==> src/rtl/sft_pkg.sv <==
package sft_pkg;

    typedef enum logic [2:0] {
        ST_IDLE   = 3'd0,
        ST_START  = 3'd1,
        ST_DATA   = 3'd2,
        ST_PARITY = 3'd3,
        ST_STOP   = 3'd4
    } line_state_e;

    typedef struct packed {
        logic       dlab;
        logic       par_even;
        logic       par_en;
        logic       stop_long;
        logic [1:0] wlen;
    } frame_fmt_t;

endpackage

==> src/rtl/sft_ctrl_reg.sv <==
module sft_ctrl_reg #(
    parameter int REG_W = 8
) (
    input  logic              clk,
    input  logic              rst_n,
    input  logic              we,
    input  logic [REG_W-1:0]  wdata,
    output sft_pkg::frame_fmt_t fmt
);
    logic [REG_W-1:0] reg_d, reg_q;
    logic             unused_bits;

    always_comb begin
        reg_d = reg_q;
        if (we) begin
            reg_d = wdata;
        end
    end

    always_ff @(posedge clk) begin
        if (!rst_n) begin
            reg_q <= '0;
        end else begin
            reg_q <= reg_d;
        end
    end

    // field decode; bits 6:5 carry no transmit meaning
    always_comb begin
        fmt.wlen      = reg_q[1:0];
        fmt.stop_long = reg_q[2];
        fmt.par_en    = reg_q[3];
        fmt.par_even  = reg_q[4];
        fmt.dlab      = reg_q[REG_W-1];
    end

    assign unused_bits = ^reg_q[REG_W-2:5];

endmodule

==> src/rtl/sft_word_mask.sv <==
module sft_word_mask #(
    parameter int DW = 8
) (
    input  logic [1:0]    wlen,
    input  logic [DW-1:0] din,
    output logic [DW-1:0] dout
);
    localparam int MIN_LEN = DW - 3;

    for (genvar i = 0; i < DW; i++) begin : g_bit
        assign dout[i] = din[i] & (i < (MIN_LEN + int'(wlen)));
    end

endmodule

==> src/rtl/sft_serializer.sv <==
module sft_serializer #(
    parameter int TPB = 16,
    parameter int DW  = 8
) (
    input  logic                clk,
    input  logic                rst_n,
    input  logic                tick,
    input  logic                ld_valid,
    input  logic [DW-1:0]       ld_data,
    input  sft_pkg::frame_fmt_t fmt,
    output logic                ld_ready,
    output logic                txd
);
    import sft_pkg::*;

    localparam int CW = $clog2(2 * TPB);
    localparam int IW = $clog2(DW);
    localparam logic [CW-1:0] BIT_LAST = CW'(TPB - 1);
    localparam logic [CW-1:0] STOP_1P5 = CW'(TPB + TPB / 2 - 1);
    localparam logic [CW-1:0] STOP_2   = CW'(2 * TPB - 1);
    localparam logic [IW-1:0] IDX_BASE = IW'(DW - 4);

    typedef struct packed {
        line_state_e   st;
        logic [CW-1:0] cnt;
        logic [IW-1:0] idx;
        logic [IW-1:0] last_idx;
        logic [DW-1:0] sh;
        logic          par;
        logic          par_en;
        logic [CW-1:0] stop_last;
    } ser_t;

    ser_t          s_d, s_q;
    logic [CW-1:0] limit;

    always_comb begin
        s_d      = s_q;
        ld_ready = (s_q.st == ST_IDLE) && !fmt.dlab;
        limit    = (s_q.st == ST_STOP) ? s_q.stop_last : BIT_LAST;

        if (s_q.st == ST_IDLE) begin
            if (ld_valid && ld_ready) begin
                s_d.st       = ST_START;
                s_d.cnt      = '0;
                s_d.idx      = '0;
                s_d.last_idx = IDX_BASE + IW'(fmt.wlen);
                s_d.sh       = ld_data;
                s_d.par      = (^ld_data) ^ ~fmt.par_even;
                s_d.par_en   = fmt.par_en;
                if (!fmt.stop_long) begin
                    s_d.stop_last = BIT_LAST;
                end else if (fmt.wlen == 2'b00) begin
                    s_d.stop_last = STOP_1P5;
                end else begin
                    s_d.stop_last = STOP_2;
                end
            end
        end else if (tick) begin
            if (s_q.cnt == limit) begin
                s_d.cnt = '0;
                case (s_q.st)
                    ST_START: s_d.st = ST_DATA;
                    ST_DATA: begin
                        if (s_q.idx == s_q.last_idx) begin
                            s_d.st = s_q.par_en ? ST_PARITY : ST_STOP;
                        end else begin
                            s_d.idx = s_q.idx + 1'b1;
                            s_d.sh  = s_q.sh >> 1;
                        end
                    end
                    ST_PARITY: s_d.st = ST_STOP;
                    default:   s_d.st = ST_IDLE;
                endcase
            end else begin
                s_d.cnt = s_q.cnt + 1'b1;
            end
        end
    end

    always_ff @(posedge clk) begin
        if (!rst_n) begin
            s_q <= '0;
        end else begin
            s_q <= s_d;
        end
    end

    always_comb begin
        case (s_q.st)
            ST_START:  txd = 1'b0;
            ST_DATA:   txd = s_q.sh[0];
            ST_PARITY: txd = s_q.par;
            default:   txd = 1'b1;
        endcase
    end

endmodule

==> src/rtl/serial_frame_tx.sv <==
module serial_frame_tx #(
    parameter int TICKS_PER_BIT = 16,
    parameter int DATA_W        = 8
) (
    input  logic              clk,
    input  logic              rst_n,
    input  logic              lcr_we,
    input  logic [7:0]        lcr_wdata,
    input  logic              baud_tick,
    input  logic              tx_valid,
    input  logic [DATA_W-1:0] tx_data,
    output logic              tx_ready,
    output logic              txd,
    input  logic [DATA_W-1:0] rx_word_in,
    output logic [DATA_W-1:0] rx_word_out
);
    sft_pkg::frame_fmt_t fmt;
    logic [DATA_W-1:0]   tx_trim;

    sft_ctrl_reg #(.REG_W(8)) u_reg (
        .clk  (clk),
        .rst_n(rst_n),
        .we   (lcr_we),
        .wdata(lcr_wdata),
        .fmt  (fmt)
    );

    sft_word_mask #(.DW(DATA_W)) u_tx_trim (
        .wlen(fmt.wlen),
        .din (tx_data),
        .dout(tx_trim)
    );

    sft_word_mask #(.DW(DATA_W)) u_rx_trim (
        .wlen(fmt.wlen),
        .din (rx_word_in),
        .dout(rx_word_out)
    );

    sft_serializer #(.TPB(TICKS_PER_BIT), .DW(DATA_W)) u_ser (
        .clk     (clk),
        .rst_n   (rst_n),
        .tick    (baud_tick),
        .ld_valid(tx_valid),
        .ld_data (tx_trim),
        .fmt     (fmt),
        .ld_ready(tx_ready),
        .txd     (txd)
    );

endmodule

==> config.mk <==
export PLATFORM = sky130hd
export DESIGN_NAME = serial_frame_tx
export DESIGN_NICKNAME = d
export VERILOG_FILES = /design/src/rtl/sft_pkg.sv /design/src/rtl/sft_ctrl_reg.sv /design/src/rtl/sft_word_mask.sv /design/src/rtl/sft_serializer.sv /design/src/rtl/serial_frame_tx.sv
export SDC_FILE = /design/constraint.sdc
export NUM_CORES = 1
export LEC_CHECK = 0
export BUFFER_PORTS_ARGS = -buffer_cell sky130_fd_sc_hd__buf_4
export CORE_MARGIN = 8
export CORE_UTILIZATION = 58
export CTS_CLUSTER_DIAMETER = 40
export DETAILED_ROUTE_END_ITERATION = 12
export GPL_ROUTABILITY_DRIVEN = 0
export GPL_TIMING_DRIVEN = 0
export PLACE_DENSITY_LB_ADDON = 0.25
export SLEW_MARGIN = 20
export SYNTH_ARGS = -nofsm -noshare
export SYNTH_HDL_FRONTEND = slang
export SYNTH_HIERARCHICAL = 1
export SYNTH_SLANG_ARGS = --single-unit
==> constraint.sdc <==
create_clock -name clk -period 3.1 [get_ports clk]
set_clock_uncertainty 0.1 [all_clocks]
set_input_delay 0.465 -clock clk [delete_from_list [all_inputs] [get_ports clk]]
set_output_delay 0.465 -clock clk [all_outputs]
set_load 0.02 [all_outputs]
# Word-level counts from Yosys, hierarchy flattened
# Index checks and enable logic that the tools add are counted.
# word_totals
inputBits	29
output_inout_bits	10
elab_cells	81
register_bits	37
# op_classes
addsub	4
n_eq_ne	9
order_cmp	8
bitwise_logic	18
reduce_logical	13
n_mux	20
# op_table
operator	count
4-bit by 32-bit less-than comparator with 1-bit output (first input constant)	4
3-bit by 32-bit less-than comparator with 1-bit output (first input constant)	2
8-bit two-way mux	5
2-bit by 32-bit less-than comparator with 1-bit output (first input constant)	1
29-bit two-way mux	1
11-bit two-way mux	2
3-bit two-way mux	6
1-bit AND	16
5-bit two-way mux	3
3-bit case mux with 3 select lines	1
8-bit XOR reduction	1
3-bit by 2-bit equality test with 1-bit output (second input constant)	2
2-bit nonzero test	3
5-bit by 1-bit adder with 5-bit output (second input constant)	1
5-bit equality test	1
5-bit AND reduction	1
3-bit by 2-bit adder with 4-bit output (first input constant)	1
1-bit by 4-bit less-than comparator with 1-bit output (first input constant)	1
4-bit two-way mux	1
2-bit AND reduction	2
4-bit AND reduction	1
3-bit by 1-bit adder with 3-bit output (second input constant)	1
3-bit by 2-bit adder with 3-bit output (first input constant)	1
3-bit by 1-bit equality test with 1-bit output (second input constant)	1
other kinds (12)	13

# Depth between registers and ports, before layout
# logic_depth
word_depth	7
depth_mapped	8
ltp_nobuf	6

# Hierarchy
# Netlist, hierarchy kept.
# by_module_without_submodules
module	cells_per_inst	n_inst	seq_area_each_um2	area_each_um2
sft_serializer	178	1	520.5	1496.4
sft_ctrl_reg	19	1	120.1	229.0
sft_word_mask	8	2	0.0	55.1

# Worst setup path before layout
# No wires, ideal clock.
# synth_timing
path_kind	register -> register
start	reg u_ser/s_q[26] (netlist name)
end	reg u_ser/s_q[10] (netlist name)
required_time_ns	2.881
synth_period_minus_slack_ns	1.985
arrival_ns	1.766
path_buffers	3
path_stages_with_launch	9
setup_time_ns	0.119
setup_slack_ns	1.115
cell_sequence	dfxtp_1 > buf_2 > or3_1 > buf_2 > and2_1 > buf_2 > nand4_2 > a21oi_4 > o221a_2
# synth_via
elab_chain_len	5
elab_cells_between_ends	14
cone_classes	eq/ne: 5; mux: 2; reduce/logical: 7
# synth_rtl
item	line	rtl
start: declaration	sft_serializer.sv:34	ser_t s_d, s_q;
start signal: assignment	sft_serializer.sv:83	s_q <= '0;
start signal: assignment	sft_serializer.sv:85	s_q <= s_d;
3-bit equality test or 3-bit zero test (tied branches)	sft_serializer.sv:40, sft_serializer.sv:39, sft_serializer.sv:42	
5-bit two-way mux or 1-bit logical AND (tied branches)	sft_serializer.sv:40, sft_serializer.sv:39	
5-bit equality test or 1-bit logical AND (tied branches)	sft_serializer.sv:60, sft_serializer.sv:43	
2-bit nonzero test (no line) or 2-bit != test (tied branches)	--	
5-bit AND reduction (no line)	--	
# Several ways; a longest one is shown, not always the timed one.
# A chain may end at the register's enable or synchronous reset.

# Final worst setup path
# layout_timing
start	reg u_ser/s_q[26] (netlist name)
end	reg u_ser/s_q[20] (netlist name)
# The elaborated chain is that of the path after synthesis.

==> results.yml <==
outcome:
  status: "completed"
drt:
  drc: 0
  drt-wirelength-per-cell_microns: 14.5
  vias: 1640
  first_pass_iters: 4
  wl_mm: 4.19
  final_antenna_net_count: 0
  avgViaCountPerCell: 5.67
  drtIter0Drc: 157
clock_network:
  clk_pin_slew_ns: 0.09
  clockBufferDepth: 2
  clockRootBuffer: "clkbuf_4"
  cts_tree: "built"
  post_cts_buffers: 0
  htree_num_levels: 2
  clock-sinks: 32
  cts_made_buffers: 5
  postCtsHoldBufs: 0
  cts_resized: 0
  clk_latency_ns: 0.32
global_route:
  grt_util_met3: 0.0455
  met1_usage: 0.211
  overflow: 0
  grt.busiest_layer: "met2"
  grt_use_total: 0.172
  antenna_found_initial: 0
  grt_pass1_vias: 1629
  grt_pass1_wl_mm: 7.30
  grt_start_max_net_pins: 11
  grt_util_met2: 0.277
power:
  ir_worst_vdd_v: 0.000299
  leakage_uw: 0.000879
  p_per_area_nw_per_um2: 399
logic_synthesis:
  ys_seq_area_frac: 0.349
  synth_top_family_by_area: "simple AND/OR/NAND/NOR gates"
  yosys.area_share.simple: 0.262
  synth_compound_area_frac: 0.190
  yosys.area_share.adder: 0.0136
  syn_nets: 244
  syn_area_sq_um: 1840
  synth-xor-area-share: 0.0668
  ys_types: 45
  synthMuxAreaShare: 0.0382
  ys_seq_elements: 32
  syn-instance-count: 213
  synth_edf_count: 0
  synth_area_per_cell_sq_um: 8.62
  synth_ff_type: "dfxtp_1"
  yosys_warnings: 6
  async_flop_share: 0
final_layout:
  fin_util: 0.702
  nets: 276
  antennaDiodeCount: 0
  seq_area_sq_um: 641
  area_growth_pct: 15.7
  drive_gt1_frac: 0.253
  multi_input_area_sq_um: 1050
  fill_cells: 261
placement:
  place_hpwl_mm: 3.18
  place_ws_ns: 0.914
  port_buffers: 25
timing:
  timing.final.hold_violations: 0
  setup_viol: 0
  rsz0062_at_grt: "false"
  post-route-min-period_ns: 2.25
  setup-tns-final_ns: 0
  fin_crit_sh: 0.725
  tightest_slew_ns: 0.831
  fin_ws_ns: 0.854
  slew_headroom: 0.439
  slew_viol_final: 0
  fmax_mhz: 445
floorplanning:
  pin_count: 39
  die_h_microns: 72.3
  placementRows: 20
  die-area_sq_um: 5220
  die_w_microns: 72.3
  initial_core_util: 0.606
  core_sq_um: 3030
worst_setup_path:
  crit_fanout: 10
  timing_worst_setup_path_type: "flop to flop"
  cp-end-kind: "flop"
  cp.required_ns: 3.21
  startpoint_type: "flop"
  cp_data_arrival_time_ns: 2.36
min_path:
  hp-class: "input port to flop"
run:
  maxCapViolCount: 0
[registers in the layout, summed over array words and instances (netlist names)]
register / flops
u_ser/s_q: 26
u_reg/reg_q: 6
[metal layers]
metal / wire, microns / vias to the layer above
li1: - / 821
met1: 1910 / 759
met2: 1980 / 51
met3: 222 / 9
met4: 78 / 0
met5: 0 / -
[Yosys cell counts, types with 2 or more instances]
cell type / n / area share
xnor2_1: 10 / 0.048
clkbuf_1: 9 / 0.018
nand2_1: 25 / 0.051
nand4b_1: 2 / 0.0095
or3_1: 2 / 0.0068
a21boi_0: 4 / 0.016
buf_2: 5 / 0.014
and3_1: 4 / 0.014
nor2_1: 5 / 0.010
inv_1: 3 / 0.0061
and2_2: 2 / 0.0082
a31oi_1: 2 / 0.0068
o211ai_1: 2 / 0.0082
dfxtp_1: 32 / 0.35
o21ai_0: 9 / 0.025
a21oi_1: 5 / 0.014
o21a_1: 5 / 0.020
xor2_1: 4 / 0.019
ha_1: 2 / 0.014
nor2b_1: 7 / 0.024
buf_4: 9 / 0.037
mux2i_1: 7 / 0.038
nand3_1: 25 / 0.068
a41oi_1: 2 / 0.0095
o31ai_1: 2 / 0.0082
o221a_2: 7 / 0.043
and2_1: 4 / 0.014
[per-stage QoR]
| step | instance area [sq um] | cells | hold slack (ns) | total power (uW) |
|---|---|---|---|---|
| 2_1_floorplan | 1840 | 213 | 0.339 | 587 |
| 3_3_place_gp | 2080 | 282 | 0.355 | 640 |
| 3_5_place_dp | 2080 | 282 | 0.374 | 645 |
| 4_1_cts | 2120 | 289 | 0.293 | 856 |
| 5_1_grt | 2120 | 289 | 0.292 | 900 |
| 6_report | 2120 | 289 | 0.298 | 849 |
[report_power, final]
group / internal (uW) / total [uW] / switching [uW] / leakage (uW)
combinational: 86.7 / 186 / 99.6 / 0.000590
sequential: 433 / 450 / 17.1 / 0.000261
clock: 83.3 / 212 / 129 / 0.0000281
total: 603 / 849 / 245 / 0.000879
[kinds of logic after synthesis]
kind of cell               Yosys count
AOI/OAI and AO/OA                   45
xor gates and xnor gates            14
adders and majority gates            2
buffers and inverters               27
DFF                                 32
muxes                                7
and+or+nand+nor                     86
[worst max-delay path, stage by stage, from the launching register on]
cell      delay (ns)
dfxtp_1         0.30
buf_2           0.18
nor3_1          0.31
clkbuf_1        0.39
nand2_1         0.18
clkbuf_1        0.29
a41oi_1         0.29
o31ai_1         0.11
[cell usage in the layout (no fill, tap or decap), types with 2 or more instances in the layout]
cell | synthesis | routed
a21boi_0 | 4 | 4
a21oi_1 | 5 | 5
a31oi_1 | 2 | 2
a41oi_1 | 2 | 2
and2_1 | 4 | 4
and2_2 | 2 | 2
and3_1 | 4 | 4
buf_2 | 5 | 5
buf_4 | 9 | 34
clkbuf_1 | 9 | 10
clkbuf_4 | 0 | 5
dfxtp_1 | 32 | 32
ha_1 | 2 | 2
inv_1 | 3 | 3
mux2i_1 | 7 | 7
nand2_1 | 25 | 25
nand3_1 | 25 | 25
nand4b_1 | 2 | 2
nor2_1 | 5 | 5
nor2b_1 | 7 | 7
o211ai_1 | 2 | 2
o21a_1 | 5 | 5
o21ai_0 | 9 | 9
o221a_2 | 7 | 7
o31ai_1 | 2 | 2
or3_1 | 2 | 2
xnor2_1 | 10 | 10
xor2_1 | 4 | 4
[area by class of cell]
type | count | share of cell area
multi-input cells | 154 | 0.492
flip-flops and latches | 32 | 0.302
repair buffers | 25 | 0.0883
plain buffers | 24 | 0.0648
well taps | 44 | 0.0259
clock buffers | 6 | 0.0194
inverters | 3 | 0.00530
clock inverters | 1 | 0.00236
[path summary, 6_finish.rpt]
check / start / to / slack [ns] / cells after the start
worst min register to register: u_ser/s_q[16]$_SDFFE_PN0P_ / u_ser/s_q[16]$_SDFFE_PN0P_ / 0.39 / 2
worst max-delay path: u_ser/s_q[26]$_SDFFE_PN0P_ / u_ser/s_q[20]$_SDFFE_PN0P_ / 0.85 / 7
worst min-delay path: rst_n / u_reg/reg_q[1]$_SDFFE_PN0P_ / 0.30 / 2
worst max register to register: u_ser/s_q[26]$_SDFFE_PN0P_ / u_ser/s_q[20]$_SDFFE_PN0P_ / 0.85 / 7
Power figures use the tool's default switching activity.
